==> src/rtl/can_bt_pkg.sv <==
package can_bt_pkg;
  localparam int unsigned BRP_W = 6;
  localparam int unsigned SJW_W = 2;
  localparam int unsigned TS1_W = 4;
  localparam int unsigned TS2_W = 3;
  localparam int unsigned BTR_W = TS2_W + TS1_W + SJW_W + BRP_W;
  // segment length incl. worst-case extension
  localparam int unsigned LEN_W = TS1_W + 2;

  typedef enum logic [1:0] {
    SEG_SYNC = 2'd0,
    SEG_PH1  = 2'd1,
    SEG_PH2  = 2'd2
  } seg_e;

  typedef struct packed {
    logic [TS2_W-1:0] ts2;
    logic [TS1_W-1:0] ts1;
    logic [SJW_W-1:0] sjw;
    logic [BRP_W-1:0] brp;
  } btr_t;
endpackage

==> src/rtl/can_bt_prescaler.sv <==
module can_bt_prescaler
  import can_bt_pkg::*;
(
  input  logic             clk_i,
  input  logic             rst_ni,
  input  logic             restart_i,
  input  logic [BRP_W-1:0] brp_i,
  output logic             tick_o
);
  logic [BRP_W-1:0] cnt_q;

  assign tick_o = (cnt_q == brp_i);

  always_ff @(posedge clk_i or negedge rst_ni) begin
    if (!rst_ni)                  cnt_q <= '0;
    else if (restart_i || tick_o) cnt_q <= '0;
    else                          cnt_q <= cnt_q + 1'b1;
  end
endmodule

==> src/rtl/can_bt_edge.sv <==
module can_bt_edge (
  input  logic clk_i,
  input  logic rst_ni,
  input  logic rx_i,
  output logic fall_o
);
  logic rx_q;

  always_ff @(posedge clk_i or negedge rst_ni) begin
    if (!rst_ni) rx_q <= 1'b1;
    else         rx_q <= rx_i;
  end

  assign fall_o = rx_q & ~rx_i;
endmodule

==> src/rtl/can_bt_seq.sv <==
module can_bt_seq
  import can_bt_pkg::*;
(
  input  logic             clk_i,
  input  logic             rst_ni,
  input  logic             tick_i,
  input  logic             hard_sync_i,
  input  logic             resync_i,
  input  logic [LEN_W-1:0] t1_len_i,
  input  logic [LEN_W-1:0] t2_len_i,
  input  logic [LEN_W-1:0] sjw_len_i,
  output seg_e             seg_o,
  output logic             sample_o,
  output logic             tx_point_o
);
  seg_e             seg_q;
  logic [LEN_W-1:0] tq_q, len_q, len_eff, perr, corr;
  logic             rsd_q, rs_hit, seg_end;

  // phase error in quanta, clipped to jump width
  always_comb begin
    len_eff = len_q;
    perr    = '0;
    corr    = '0;
    rs_hit  = 1'b0;
    if (resync_i && !rsd_q && seg_q != SEG_SYNC) begin
      rs_hit  = 1'b1;
      perr    = (seg_q == SEG_PH1) ? tq_q + LEN_W'(1) : len_q - tq_q - LEN_W'(1);
      corr    = (perr < sjw_len_i) ? perr : sjw_len_i;
      len_eff = (seg_q == SEG_PH1) ? len_q + corr : len_q - corr;
    end
    seg_end = tick_i && (tq_q + LEN_W'(1) >= len_eff);
  end

  always_ff @(posedge clk_i or negedge rst_ni) begin
    if (!rst_ni) begin
      seg_q      <= SEG_SYNC;
      tq_q       <= '0;
      len_q      <= '0;
      rsd_q      <= 1'b0;
      sample_o   <= 1'b0;
      tx_point_o <= 1'b1;
    end else if (hard_sync_i) begin
      seg_q      <= SEG_SYNC;
      tq_q       <= '0;
      rsd_q      <= 1'b0;
      sample_o   <= 1'b0;
      tx_point_o <= 1'b1;
    end else begin
      sample_o   <= 1'b0;
      tx_point_o <= 1'b0;
      len_q      <= len_eff;
      if (rs_hit) rsd_q <= 1'b1;
      if (tick_i) begin
        unique case (seg_q)
          SEG_SYNC: begin
            seg_q <= SEG_PH1;
            tq_q  <= '0;
            len_q <= t1_len_i;
          end
          SEG_PH1: begin
            if (seg_end) begin
              seg_q    <= SEG_PH2;
              tq_q     <= '0;
              len_q    <= t2_len_i;
              sample_o <= 1'b1;
            end else begin
              tq_q <= tq_q + 1'b1;
            end
          end
          default: begin
            if (seg_end) begin
              seg_q      <= SEG_SYNC;
              tq_q       <= '0;
              rsd_q      <= 1'b0;
              tx_point_o <= 1'b1;
            end else begin
              tq_q <= tq_q + 1'b1;
            end
          end
        endcase
      end
    end
  end

  assign seg_o = seg_q;
endmodule

==> src/rtl/can_bit_timer.sv <==
module can_bit_timer
  import can_bt_pkg::*;
#(
  parameter int unsigned MIN_SEG2_TQ = 2
) (
  input  logic             clk_i,
  input  logic             rst_ni,
  input  logic [BTR_W-1:0] btr_i,
  input  logic             rx_i,
  input  logic             bus_idle_i,
  input  logic             hard_sync_en_i,
  input  logic             tx_dom_i,
  output logic             sample_o,
  output logic             tx_point_o
);
  btr_t             cfg_q, cfg_eff;
  logic             tick, fall, hard_sync, resync;
  logic [LEN_W-1:0] t1_len, t2_raw, t2_len, sjw_len;
  seg_e             seg;

  // config is taken only in the first clock of a bit
  assign cfg_eff = tx_point_o ? btr_t'(btr_i) : cfg_q;

  always_ff @(posedge clk_i or negedge rst_ni) begin
    if (!rst_ni) cfg_q <= '0;
    else         cfg_q <= cfg_eff;
  end

  assign t1_len  = LEN_W'(cfg_eff.ts1) + LEN_W'(1);
  assign t2_raw  = LEN_W'(cfg_eff.ts2) + LEN_W'(1);
  assign sjw_len = LEN_W'(cfg_eff.sjw) + LEN_W'(1);

  generate
    if (MIN_SEG2_TQ > 1) begin : g_seg2_floor
      assign t2_len = (t2_raw < LEN_W'(MIN_SEG2_TQ)) ? LEN_W'(MIN_SEG2_TQ) : t2_raw;
    end else begin : g_seg2_raw
      assign t2_len = t2_raw;
    end
  endgenerate

  assign hard_sync = fall & hard_sync_en_i & bus_idle_i;
  assign resync    = fall & ~bus_idle_i & ~tx_dom_i;

  can_bt_edge u_edge (
    .clk_i  (clk_i),
    .rst_ni (rst_ni),
    .rx_i   (rx_i),
    .fall_o (fall)
  );

  can_bt_prescaler u_presc (
    .clk_i     (clk_i),
    .rst_ni    (rst_ni),
    .restart_i (hard_sync),
    .brp_i     (cfg_eff.brp),
    .tick_o    (tick)
  );

  can_bt_seq u_seq (
    .clk_i       (clk_i),
    .rst_ni      (rst_ni),
    .tick_i      (tick),
    .hard_sync_i (hard_sync),
    .resync_i    (resync),
    .t1_len_i    (t1_len),
    .t2_len_i    (t2_len),
    .sjw_len_i   (sjw_len),
    .seg_o       (seg),
    .sample_o    (sample_o),
    .tx_point_o  (tx_point_o)
  );
endmodule

==> config.mk <==
export PLATFORM = sky130hd
export DESIGN_NAME = can_bit_timer
export DESIGN_NICKNAME = d
export VERILOG_FILES = /design/src/rtl/can_bt_pkg.sv /design/src/rtl/can_bt_prescaler.sv /design/src/rtl/can_bt_edge.sv /design/src/rtl/can_bt_seq.sv /design/src/rtl/can_bit_timer.sv
export SDC_FILE = /design/constraint.sdc
export NUM_CORES = 1
export LEC_CHECK = 0
export BUFFER_PORTS_ARGS = -buffer_cell sky130_fd_sc_hd__buf_4
export CAP_MARGIN = 20
export CORE_MARGIN = 10
export CORE_UTILIZATION = 55
export CTS_CLUSTER_SIZE = 16
export DETAILED_ROUTE_END_ITERATION = 6
export PLACE_DENSITY = 0.8
export SLEW_MARGIN = 20
export SYNTH_ARGS = -nofsm -noshare
export SYNTH_HDL_FRONTEND = slang
export SYNTH_SLANG_ARGS = --single-unit
==> constraint.sdc <==
create_clock -name clk_i -period 8.7 [get_ports clk_i]
set_input_delay 0.87 -clock clk_i [delete_from_list [all_inputs] [get_ports clk_i]]
set_output_delay 0.87 -clock clk_i [all_outputs]
set_load 0.01 [all_outputs]
==> qor.csv, run 1 <==
stage;metric;value;unit
cts;path_clk_slew;0.08;ns
cts;clk_latency;0.30;ns
worst_setup_path;crit_top_cell;ha_1;
floorplanning;die_x;94.6;um
sta;slew_headroom;0.462;
route;ant_nets;0;
sta;drv_slew;0;
power;ir_drop;0.000192;V
yosys;synth_area_per_cell;8.96;um^2
yosys;synth-edff-count;0;
cts;cts-resized-gates;0;
worst_setup_path;critPathKind;register to register;
yosys;ys_seq_area_frac;0.320;
route;dr.pass1.iters;4;
flow_run;maxCapViolCount;0;
hold_path;hold_class;register to register;
cts;cts_tree;built;
cts;cts.sinks;39;
yosys;yosys_warnings;0;
grt;grtUsageTotal;0.163;
floorplanning;io_pins;23;
sta;hold_violations;0;
final_layout;final_cell_mix;37 x dfrtp_1, 34 x nor2_1, 29 x nand2_1, 23 x ha_1;
sta;fin_crit;7.00;ns
yosys;syn_inst;341;
yosys;ys_seq_elements;39;
route;post-route-drc-count;0;
route;drt_iter0_drc;141;
grt;grt_antenna_before_repair;0;
worst_setup_path;slowest_stage;dfstp_2;
yosys;syn_nets;387;
final_layout;drive_gt1_frac;0.129;
yosys;synth-main-ff-cell;dfrtp_1;
place;dp_hpwl;5480;um
floorplanning;dieArea;8940;um^2
cts;cts-root-buf;clkbuf_8;
final_layout;antenna_cells;0;
power;power_leakage;1.52;nW
cts;clockBufferDepth;2;
final_layout;final_common_cell;dfrtp_1;
grt;grt_pass1_vias;2576;
sta;worst_pin_slew;0.805;ns
power;p_per_area;400;nW/um^2
grt;grt_first_pass_wirelength;11900;um
cts;post_cts_buffers;0;
final_layout;n_fill_cell;451;
place;port_buffers;22;
floorplanning;initial_core_util;0.562;
floorplanning;row_count;27;
yosys;synth.distinct_cells;64;
worst_setup_path;critical_path_arrival;7.22;ns
sta;tns;0;ns
sta;clock_skew;0.00795;ns
worst_setup_path;crit_path_max_fanout;16;
place;place_congestion;0.888;
route;vias_per_cell;5.92;
cts;numCtsBuffers;5;
worst_setup_path;critPathCaptureType;register;
cts;cts_hold_buf;0;
sta;rsz0062_at_grt;false;
final_layout;syn2layout_area_growth;9.09;%
grt;grt.overflow.total;0;
sta;setup_viol;0;
yosys;syn_area;3060;um^2
power;power.total;1.33;mW
worst_setup_path;cp_top_family;compound AO/OA/AOI/OAI gates;
cts;ctsHtreeMaxLevel;2;
final_layout;nNetsFinal;401;
worst_setup_path;slowest_delay;0.83;ns
worst_setup_path;required;8.92;ns
worst_setup_path;cp_num_buf_inv;3;
route;drt-total-wl;6950;um
yosys;async_reset_ff_frac;1.00;
sta;final.period_utilization;0.805;
route;wl_per_cell;16.2;um
sta;max_freq;0.143;GHz
outcome;outcome;finished clean;
floorplanning;fp.dieH;94.6;um
route;vias;2534;
grt;grt_start_max_net_pins;40;
floorplanning;core-area;5440;um^2
worst_setup_path;worstSetupStartpointType;register;
-- metrics by stage --
step	worst slack (ns)	cell area, um^2	hold slack, ns	instances	utilization
after CTS	1.71	3330	0.509	428	0.613
after detailed placement	1.70	3250	0.489	420	0.597
after global routing	1.05	3330	0.533	428	0.613
after floorplan	1.91	3060	0.466	341	-
final	1.70	3330	0.504	428	0.613
after global placement	1.97	3250	0.480	420	0.597
-- worst register-to-register path: cells and delay by family, from the launching register on --
kind | cells | cell delay [ns]
xor+xnor | 1 | 0.16
simple gates | 6 | 0.73
buf+inv | 3 | 0.26
flops | 1 | 0.83
compound gates | 12 | 2.36
fa+ha+maj | 6 | 1.80
mux | 2 | 0.80
-- state kept, by name, summed over array words and instances, names as in the netlist --
name              cells
u_seq.sample_o        1
u_seq.tq_q            6
u_seq.seg_o           2
u_seq.tx_point_o      1
u_presc.cnt_q         6
u_seq.rsd_q           1
u_edge.rx_q           1
cfg_q                15
u_seq.len_q           6
-- report_power, final --
part	switching (mW)	internal (mW)	total, mW
Combinational	0.519	0.380	0.899
Sequential	0.0677	0.247	0.315
Clock	0.0646	0.0557	0.120
-- per-layer routing --
layer	vias up	global-route usage	wire (um)
met2	57	0.287	3510
li1	1255	-	-
met1	1211	0.189	2990
met5	-	0	0
met3	11	0.0325	344
met4	0	0.0686	104
-- cell families after synthesis --
family                   after synthesis  synth area share
adder cells (fa/ha/maj)               26             0.111
buffers and inverters                 37            0.0487
AO/OA/AOI/OAI                         74             0.171
flip-flops                            39             0.320
multiplexers                          25            0.0860
AND/OR/NAND/NOR                      115             0.187
XOR/XNOR                              25            0.0765
-- cells in the mapped netlist (6+ instances only) --
library cell | n | area, um^2
xor2_1 | 8 | 70.1
inv_1 | 22 | 82.6
mux2_2 | 6 | 67.6
dfrtp_1 | 37 | 926
a21oi_1 | 22 | 110
mux2i_1 | 18 | 180
o21ai_0 | 12 | 60.1
nor3_1 | 10 | 50.1
clkbuf_1 | 10 | 37.5
nand2_1 | 29 | 109
ha_1 | 23 | 288
nor2_1 | 34 | 128
xnor2_1 | 16 | 140
nand3_1 | 14 | 70.1
-- path summary, 6_finish.rpt --
path                                       startpoint                         end  slack [ns]  cells past startpoint
max in group asynchronous                      rst_ni       u_edge.rx_q$_DFF_PN1_        7.82                      1
max reg2reg                u_seq.tx_point_o$_DFF_PN1_   u_seq.tq_q[0]$_DFFE_PN0N_        1.70                     30
max                        u_seq.tx_point_o$_DFF_PN1_   u_seq.tq_q[0]$_DFFE_PN0N_        1.70                     30
min                                cfg_q[1]$_DFF_PN0_          cfg_q[1]$_DFF_PN0_        0.50                      2
min reg2reg                        cfg_q[1]$_DFF_PN0_          cfg_q[1]$_DFF_PN0_        0.50                      2
min in group asynchronous                      rst_ni  u_presc.cnt_q[3]$_DFF_PN0_        0.53                      1
-- final cells by class --
cell class	count	area (um^2)	share of cell area
clock buffer	5	68.8	0.0206
clock inverter	3	20.0	0.00600
inverter	22	82.6	0.0248
multi-input combinational	265	1930	0.579
sequential	39	978	0.293
tap	72	90.1	0.0270
timing repair buffer	22	165	0.0495
No activity file was read; power rests on OpenSTA's default activity.
==> inputs of run 2 (changes only) <==
==> constraint.sdc (replaced) <==
create_clock -name clk_i -period 6.7 [get_ports clk_i]
set_input_delay 0.67 -clock clk_i [delete_from_list [all_inputs] [get_ports clk_i]]
set_output_delay 0.67 -clock clk_i [all_outputs]
set_load 0.01 [all_outputs]
==> run 2 against run 1 <==
  * Worst hold slack lost 0.17 ns
  * Clock power rose by 67%
  * Clock skew fell by 0.0025 ns
  * Power rose by 41%
  * Via count increased by 5.4%
  * Setup slack got worse by 1.4 ns
  * Sequential share of layout area is 0.91 points lower
  * Routed wire length increased by 5.8%
  * Non-clock buffer count is 9 higher
  * Critical path type unchanged
  * Critical endpoint unchanged
  * Largest power group unchanged
==> qor.csv, run 2 (synthesis results as in run 1) <==
stage;metric;value;unit
cts;path_clk_slew;0.07;ns
cts;clockBufferDepth;2;
worst_setup_path;critical_path_arrival;6.57;ns
hold_path;hold_class;input pin to async pin;
power;seq_power_share;0.216;
power;power_switching;0.881;mW
cts;cts.sinks;39;
place;port_buffers;22;
grt;grt_pass1_vias;2571;
route;drt_iter0_drc;248;
cts;cts_tree;built;
power;p_per_area;544;nW/um^2
power;internal_power;0.995;mW
power;pwr-share-clk;0.107;
sta;worst_pin_slew;0.705;ns
final_layout;antenna_cells;0;
worst_setup_path;crit_path_max_fanout;7;
floorplanning;dieArea;8940;um^2
power;power.total;1.88;mW
power;share_comb_of_total_power;0.677;
floorplanning;core-area;5440;um^2
final_layout;final_cell_mix;35 x dfrtp_1, 33 x nor2_1, 31 x buf_4, 29 x nand2_1;
grt;grt.overflow.total;0;
outcome;outcome;finished clean;
sta;slew_headroom;0.525;
sta;tns;0;ns
final_layout;final_common_cell;dfrtp_1;
grt;grt_first_pass_wirelength;12100;um
floorplanning;die_x;94.6;um
flow_run;maxCapViolCount;0;
route;wl_per_cell;16.8;um
worst_setup_path;crit_top_cell;ha_1;
sta;setup_viol;0;
final_layout;syn2layout_area_growth;12.9;%
final_layout;drive_gt1_frac;0.170;
final_layout;largest-register;cfg_q;
final_layout;final_util;0.634;
final_layout;nNetsFinal;410;
worst_setup_path;critPathCaptureType;register;
grt;grt_start_max_net_pins;40;
sta;clock_skew;0.00540;ns
route;post-route-drc-count;0;
sta;max_freq;0.157;GHz
floorplanning;row_count;27;
sta;fin_crit;6.36;ns
route;dr.pass1.iters;5;
place;dp_hpwl;5540;um
cts;numCtsBuffers;5;
cts;ctsHtreeMaxLevel;2;
sta;hold_violations;0;
floorplanning;fp.dieH;94.6;um
worst_setup_path;slowest_stage;dfrtp_2;
route;drt-total-wl;7350;um
worst_setup_path;required;6.91;ns
cts;clk_latency;0.29;ns
floorplanning;io_pins;23;
sta;final.period_utilization;0.949;
place;place_congestion;0.952;
cts;cts-root-buf;clkbuf_8;
route;ant_nets;0;
power;power_leakage;1.58;nW
worst_setup_path;slowest_delay;0.45;ns
grt;grt_antenna_before_repair;0;
route;vias_per_cell;6.11;
route;vias;2671;
cts;cts_hold_buf;0;
final_layout;largest_reg_flops;15;
grt;grtUsageTotal;0.167;
power;p_sw_frac;0.470;
floorplanning;initial_core_util;0.562;
sta;drv_slew;0;
power;ir_drop;0.000343;V
worst_setup_path;critPathKind;register to register;
worst_setup_path;worstSetupStartpointType;register;
## run 2: what timing repair did
item                       4_1_cts  5_1_grt
setup buffers                    1        4
gates resized for setup          1       10
setup endpoints to repair        6       17
pin swaps                        0        3
## run 2: layer usage
layer  global-route usage  wire [um]
met1                0.203       3060
met2                0.271       3580
met3               0.0460        506
met4               0.0711        205
met5                    0          0
## run 2: final timing paths
check,endpoint,slack (ns),cells after the start,startpoint
max,u_seq.tq_q[0]$_DFFE_PN0N_,0.34,31,u_seq.len_q[0]$_DFFE_PN0N_
min,cfg_q[3]$_DFF_PN0_,0.33,1,rst_ni
max reg2reg,u_seq.tq_q[0]$_DFFE_PN0N_,0.34,31,u_seq.len_q[0]$_DFFE_PN0N_
min reg2reg,cfg_q[3]$_DFF_PN0_,0.50,2,cfg_q[3]$_DFF_PN0_
max in group asynchronous,u_seq.tq_q[0]$_DFFE_PN0N_,6.00,1,rst_ni
min in group clk_i,u_edge.rx_q$_DFF_PN1_,0.49,1,rx_i
## run 2: cell type report
type	instances	area, um^2
well taps	72	90.1
flip-flops and latches	39	981
clock inverters	2	35.0
repair buffers	31	233
clock buffers	6	82.6
fillers	444	1990
inverters	22	82.6
multi-input cells	265	1950
## run 2: per-stage QoR
stage	hold slack, ns	cells	cell area (um^2)	setup slack, ns
2_1_floorplan	0.374	341	3060	0.0863
3_3_place_gp	0.483	424	3280	0.116
4_1_cts	0.344	433	3400	0.0804
6_report	0.333	437	3450	0.343
3_5_place_dp	0.490	424	3280	-0.0703
5_1_grt	0.359	437	3450	-0.0212
## run 2: critical path: cells and delay by family (launching register included)
| kind | cells | cell delay (ns) |
|---|---|---|
| adders and majority gates | 7 | 2.02 |
| AOI/OAI and AO/OA | 12 | 1.86 |
| and+or+nand+nor | 8 | 1.09 |
| DFF | 1 | 0.45 |
| muxes | 1 | 0.40 |
| xor gates and xnor gates | 2 | 0.35 |
| buffers and inverters | 1 | 0.07 |
## run 2: power groups by stage
stage | logic, mW | clock network [mW] | registers [mW]
finish | 1.27 | 0.200 | 0.405
global route | 1.42 | 0.212 | 0.415
CTS | 1.21 | 0.204 | 0.403
detailed placement | 1.17 | 0 | 0.407
global placement | 1.13 | 0 | 0.403
floorplan | 0.950 | 0 | 0.372
==> inputs of run 3 (changes only) <==
--- a/config.mk
+++ b/config.mk
@@ -8,10 +8,10 @@
 export BUFFER_PORTS_ARGS = -buffer_cell sky130_fd_sc_hd__buf_4
 export CAP_MARGIN = 20
 export CORE_MARGIN = 10
-export CORE_UTILIZATION = 55
+export CORE_UTILIZATION = 40
 export CTS_CLUSTER_SIZE = 16
 export DETAILED_ROUTE_END_ITERATION = 6
-export PLACE_DENSITY = 0.8
+export PLACE_DENSITY = 0.63
 export SLEW_MARGIN = 20
 export SYNTH_ARGS = -nofsm -noshare
 export SYNTH_HDL_FRONTEND = slang
==> constraint.sdc (replaced) <==
create_clock -name clk_i -period 6.9 [get_ports clk_i]
set_input_delay 0.69 -clock clk_i [delete_from_list [all_inputs] [get_ports clk_i]]
set_output_delay 0.69 -clock clk_i [all_outputs]
set_load 0.01 [all_outputs]
==> run 3 against run 2 <==
  * Clock power decreased by 14%
  * Cell count increased by 5.7%
  * Register-to-register slack improved by 0.18 ns
  * Worst hold slack improved by 0.025 ns
  * Non-clock buffer count decreased by 2
  * Setup slack improved by 0.18 ns
  * First-iteration DRC count decreased by 27%
  * Sequential power decreased by 2%
  * Core utilization decreased by 17 points
  * Power decreased by 5.2%
==> qor.csv, run 3 (synthesis results as in run 1) <==
stage;metric;value;unit
outcome;outcome;finished clean;
worst_setup_path;slowest_delay;0.46;ns
sta;max_freq;0.157;GHz
worst_setup_path;crit_top_cell;ha_1;
route;ant_nets;0;
final_layout;final_util;0.469;
sta;hold_violations;0;
worst_setup_path;cp_num_buf_inv;1;
route;drt-total-wl;7480;um
route;wl_met2;3490;um
place;place_inst;452;
floorplanning;io_pins;23;
floorplanning;die_x;107;um
final_layout;largest_reg_flops;15;
sta;clock_skew;0.0103;ns
floorplanning;initial_core_util;0.417;
floorplanning;row_count;31;
sta;drv_slew;0;
cts;clockBufferDepth;2;
place;place_congestion;0.911;
worst_setup_path;r2r_slack;0.52;ns
worst_setup_path;slowest_stage;o41a_1;
worst_setup_path;reg2regPathDepth;29;
sta;slew_headroom;0.535;
cts;path_clk_slew;0.08;ns
route;dr.pass1.iters;4;
final_layout;drive_gt1_frac;0.149;
worst_setup_path;critPathCaptureType;register;
floorplanning;fp.dieH;107;um
worst_setup_path;critical_path_arrival;6.59;ns
route;wl_met1;3530;um
power;power_leakage;1.56;nW
place;port_buffers;22;
power;pwr-share-clk;0.096;
route;wl_met3;329;um
worst_setup_path;cp_top_family;compound AO/OA/AOI/OAI gates;
power;seq_power_share;0.223;
final_layout;area.sequential;978;um^2
route;vias_per_cell;5.58;
final_layout;multiInputGateArea;1940;um^2
worst_setup_path;crit_path_max_fanout;7;
power;p_per_area;518;nW/um^2
worst_setup_path;crit_end;u_seq.tq_q[0]$_DFFE_PN0N_;
route;wl_per_cell;16.2;um
cts;numCtsBuffers;5;
cts;ctsHtreeMaxLevel;2;
cts;cts_tree;built;
final_layout;final_cell_mix;37 x dfrtp_1, 33 x nor2_1, 29 x nand2_1, 29 x buf_4, 23 x ha_1;
cts;cts.sinks;39;
grt;grt_start_max_net_pins;40;
final_layout;layout.cells.non_filler;462;
sta;worst_pin_slew;0.690;ns
final_layout;antenna_cells;0;
route;post-route-drc-count;0;
worst_setup_path;cp.depth;29;
final_layout;n_fill_cell;723;
worst_setup_path;r2r-start;u_seq.len_q[0]$_DFFE_PN0N_;
sta;tns;0;ns
power;share_comb_of_total_power;0.681;
grt;grt_first_pass_wirelength;12800;um
flow_run;maxCapViolCount;0;
worst_setup_path;timing.rr.end;u_seq.tq_q[0]$_DFFE_PN0N_;
sta;fin_crit;6.38;ns
grt;grt_pass1_vias;2599;
final_layout;syn2layout_area_growth;12.5;%
route;drt_iter0_drc;182;
cts;clk_latency;0.29;ns
route;vias;2576;
grt;grt.overflow.total;0;
cts;cts-root-buf;clkbuf_8;
sta;setup_viol;0;
worst_setup_path;worstSetupStartpointType;register;
worst_setup_path;required;7.11;ns
final_layout;nNetsFinal;408;
grt;grt_antenna_before_repair;0;
hold_path;hold_class;input pin to async pin;
power;ir_drop;0.000277;V
final_layout;largest-register;cfg_q;
power;power_switching;0.849;mW
route;dr.max_layer_used;met4;
place;dp_hpwl;5810;um
floorplanning;core-area;7330;um^2
power;p_sw_frac;0.477;
grt;grtUsageTotal;0.135;
worst_setup_path;critPathKind;register to register;
floorplanning;dieArea;11500;um^2
worst_setup_path;cp-startpoint;u_seq.len_q[0]$_DFFE_PN0N_;
final_layout;final_common_cell;dfrtp_1;
sta;final.period_utilization;0.925;
power;internal_power;0.931;mW
## run 3: area by class of cell
| cell class | instances | share of cell area |
|---|---|---|
| sequential | 39 | 0.285 |
| tap | 99 | 0.0360 |
| clock buffer | 8 | 0.0291 |
| inverter | 22 | 0.0240 |
| timing repair buffer | 29 | 0.0633 |
| multi-input combinational | 265 | 0.563 |
## run 3: worst min path at each step
stage | endpoint | cells past startpoint
after floorplan | cfg_q[0]$_DFF_PN0_ | 0
after global placement | cfg_q[4]$_DFF_PN0_ | 2
after detailed placement | cfg_q[7]$_DFF_PN0_ | 1
after CTS | cfg_q[13]$_DFF_PN0_ | 1
after global routing | cfg_q[10]$_DFF_PN0_ | 1
final | cfg_q[13]$_DFF_PN0_ | 1
## run 3: metal layers
layer | global-route usage | vias to the layer above
li1 | - | 1267
met1 | 0.181 | 1237
met2 | 0.216 | 62
met3 | 0.0251 | 10
met4 | 0.0363 | 0
met5 | 0 | -
## run 3: metrics by stage
stage / hold slack [ns] / instance area (um^2) / setup slack [ns] / power [mW]
3_5_place_dp: 0.494 / 3320 / 0.214 / 1.54
6_report: 0.358 / 3440 / 0.521 / 1.78
4_1_cts: 0.380 / 3420 / 0.269 / 1.72
5_1_grt: 0.401 / 3440 / -0.00255 / 1.96
3_3_place_gp: 0.482 / 3320 / 0.385 / 1.52
2_1_floorplan: 0.394 / 3060 / 0.112 / 1.28
## run 3: power groups by stage
stage               Combinational (mW)  Sequential (mW)  Clock (mW)
floorplan                        0.922            0.361           0
global placement                  1.13            0.398           0
CTS                               1.15            0.398       0.174
detailed placement                1.14            0.402           0
global route                      1.36            0.412       0.184
finish                            1.21            0.397       0.171
## run 3: timing repair
item / 4_1_cts / 5_1_grt
endpoints found under the setup margin: 0 / 16
buffers inserted: 0 / 2
resized for setup: 0 / 5
hold buffers: 0 / 0
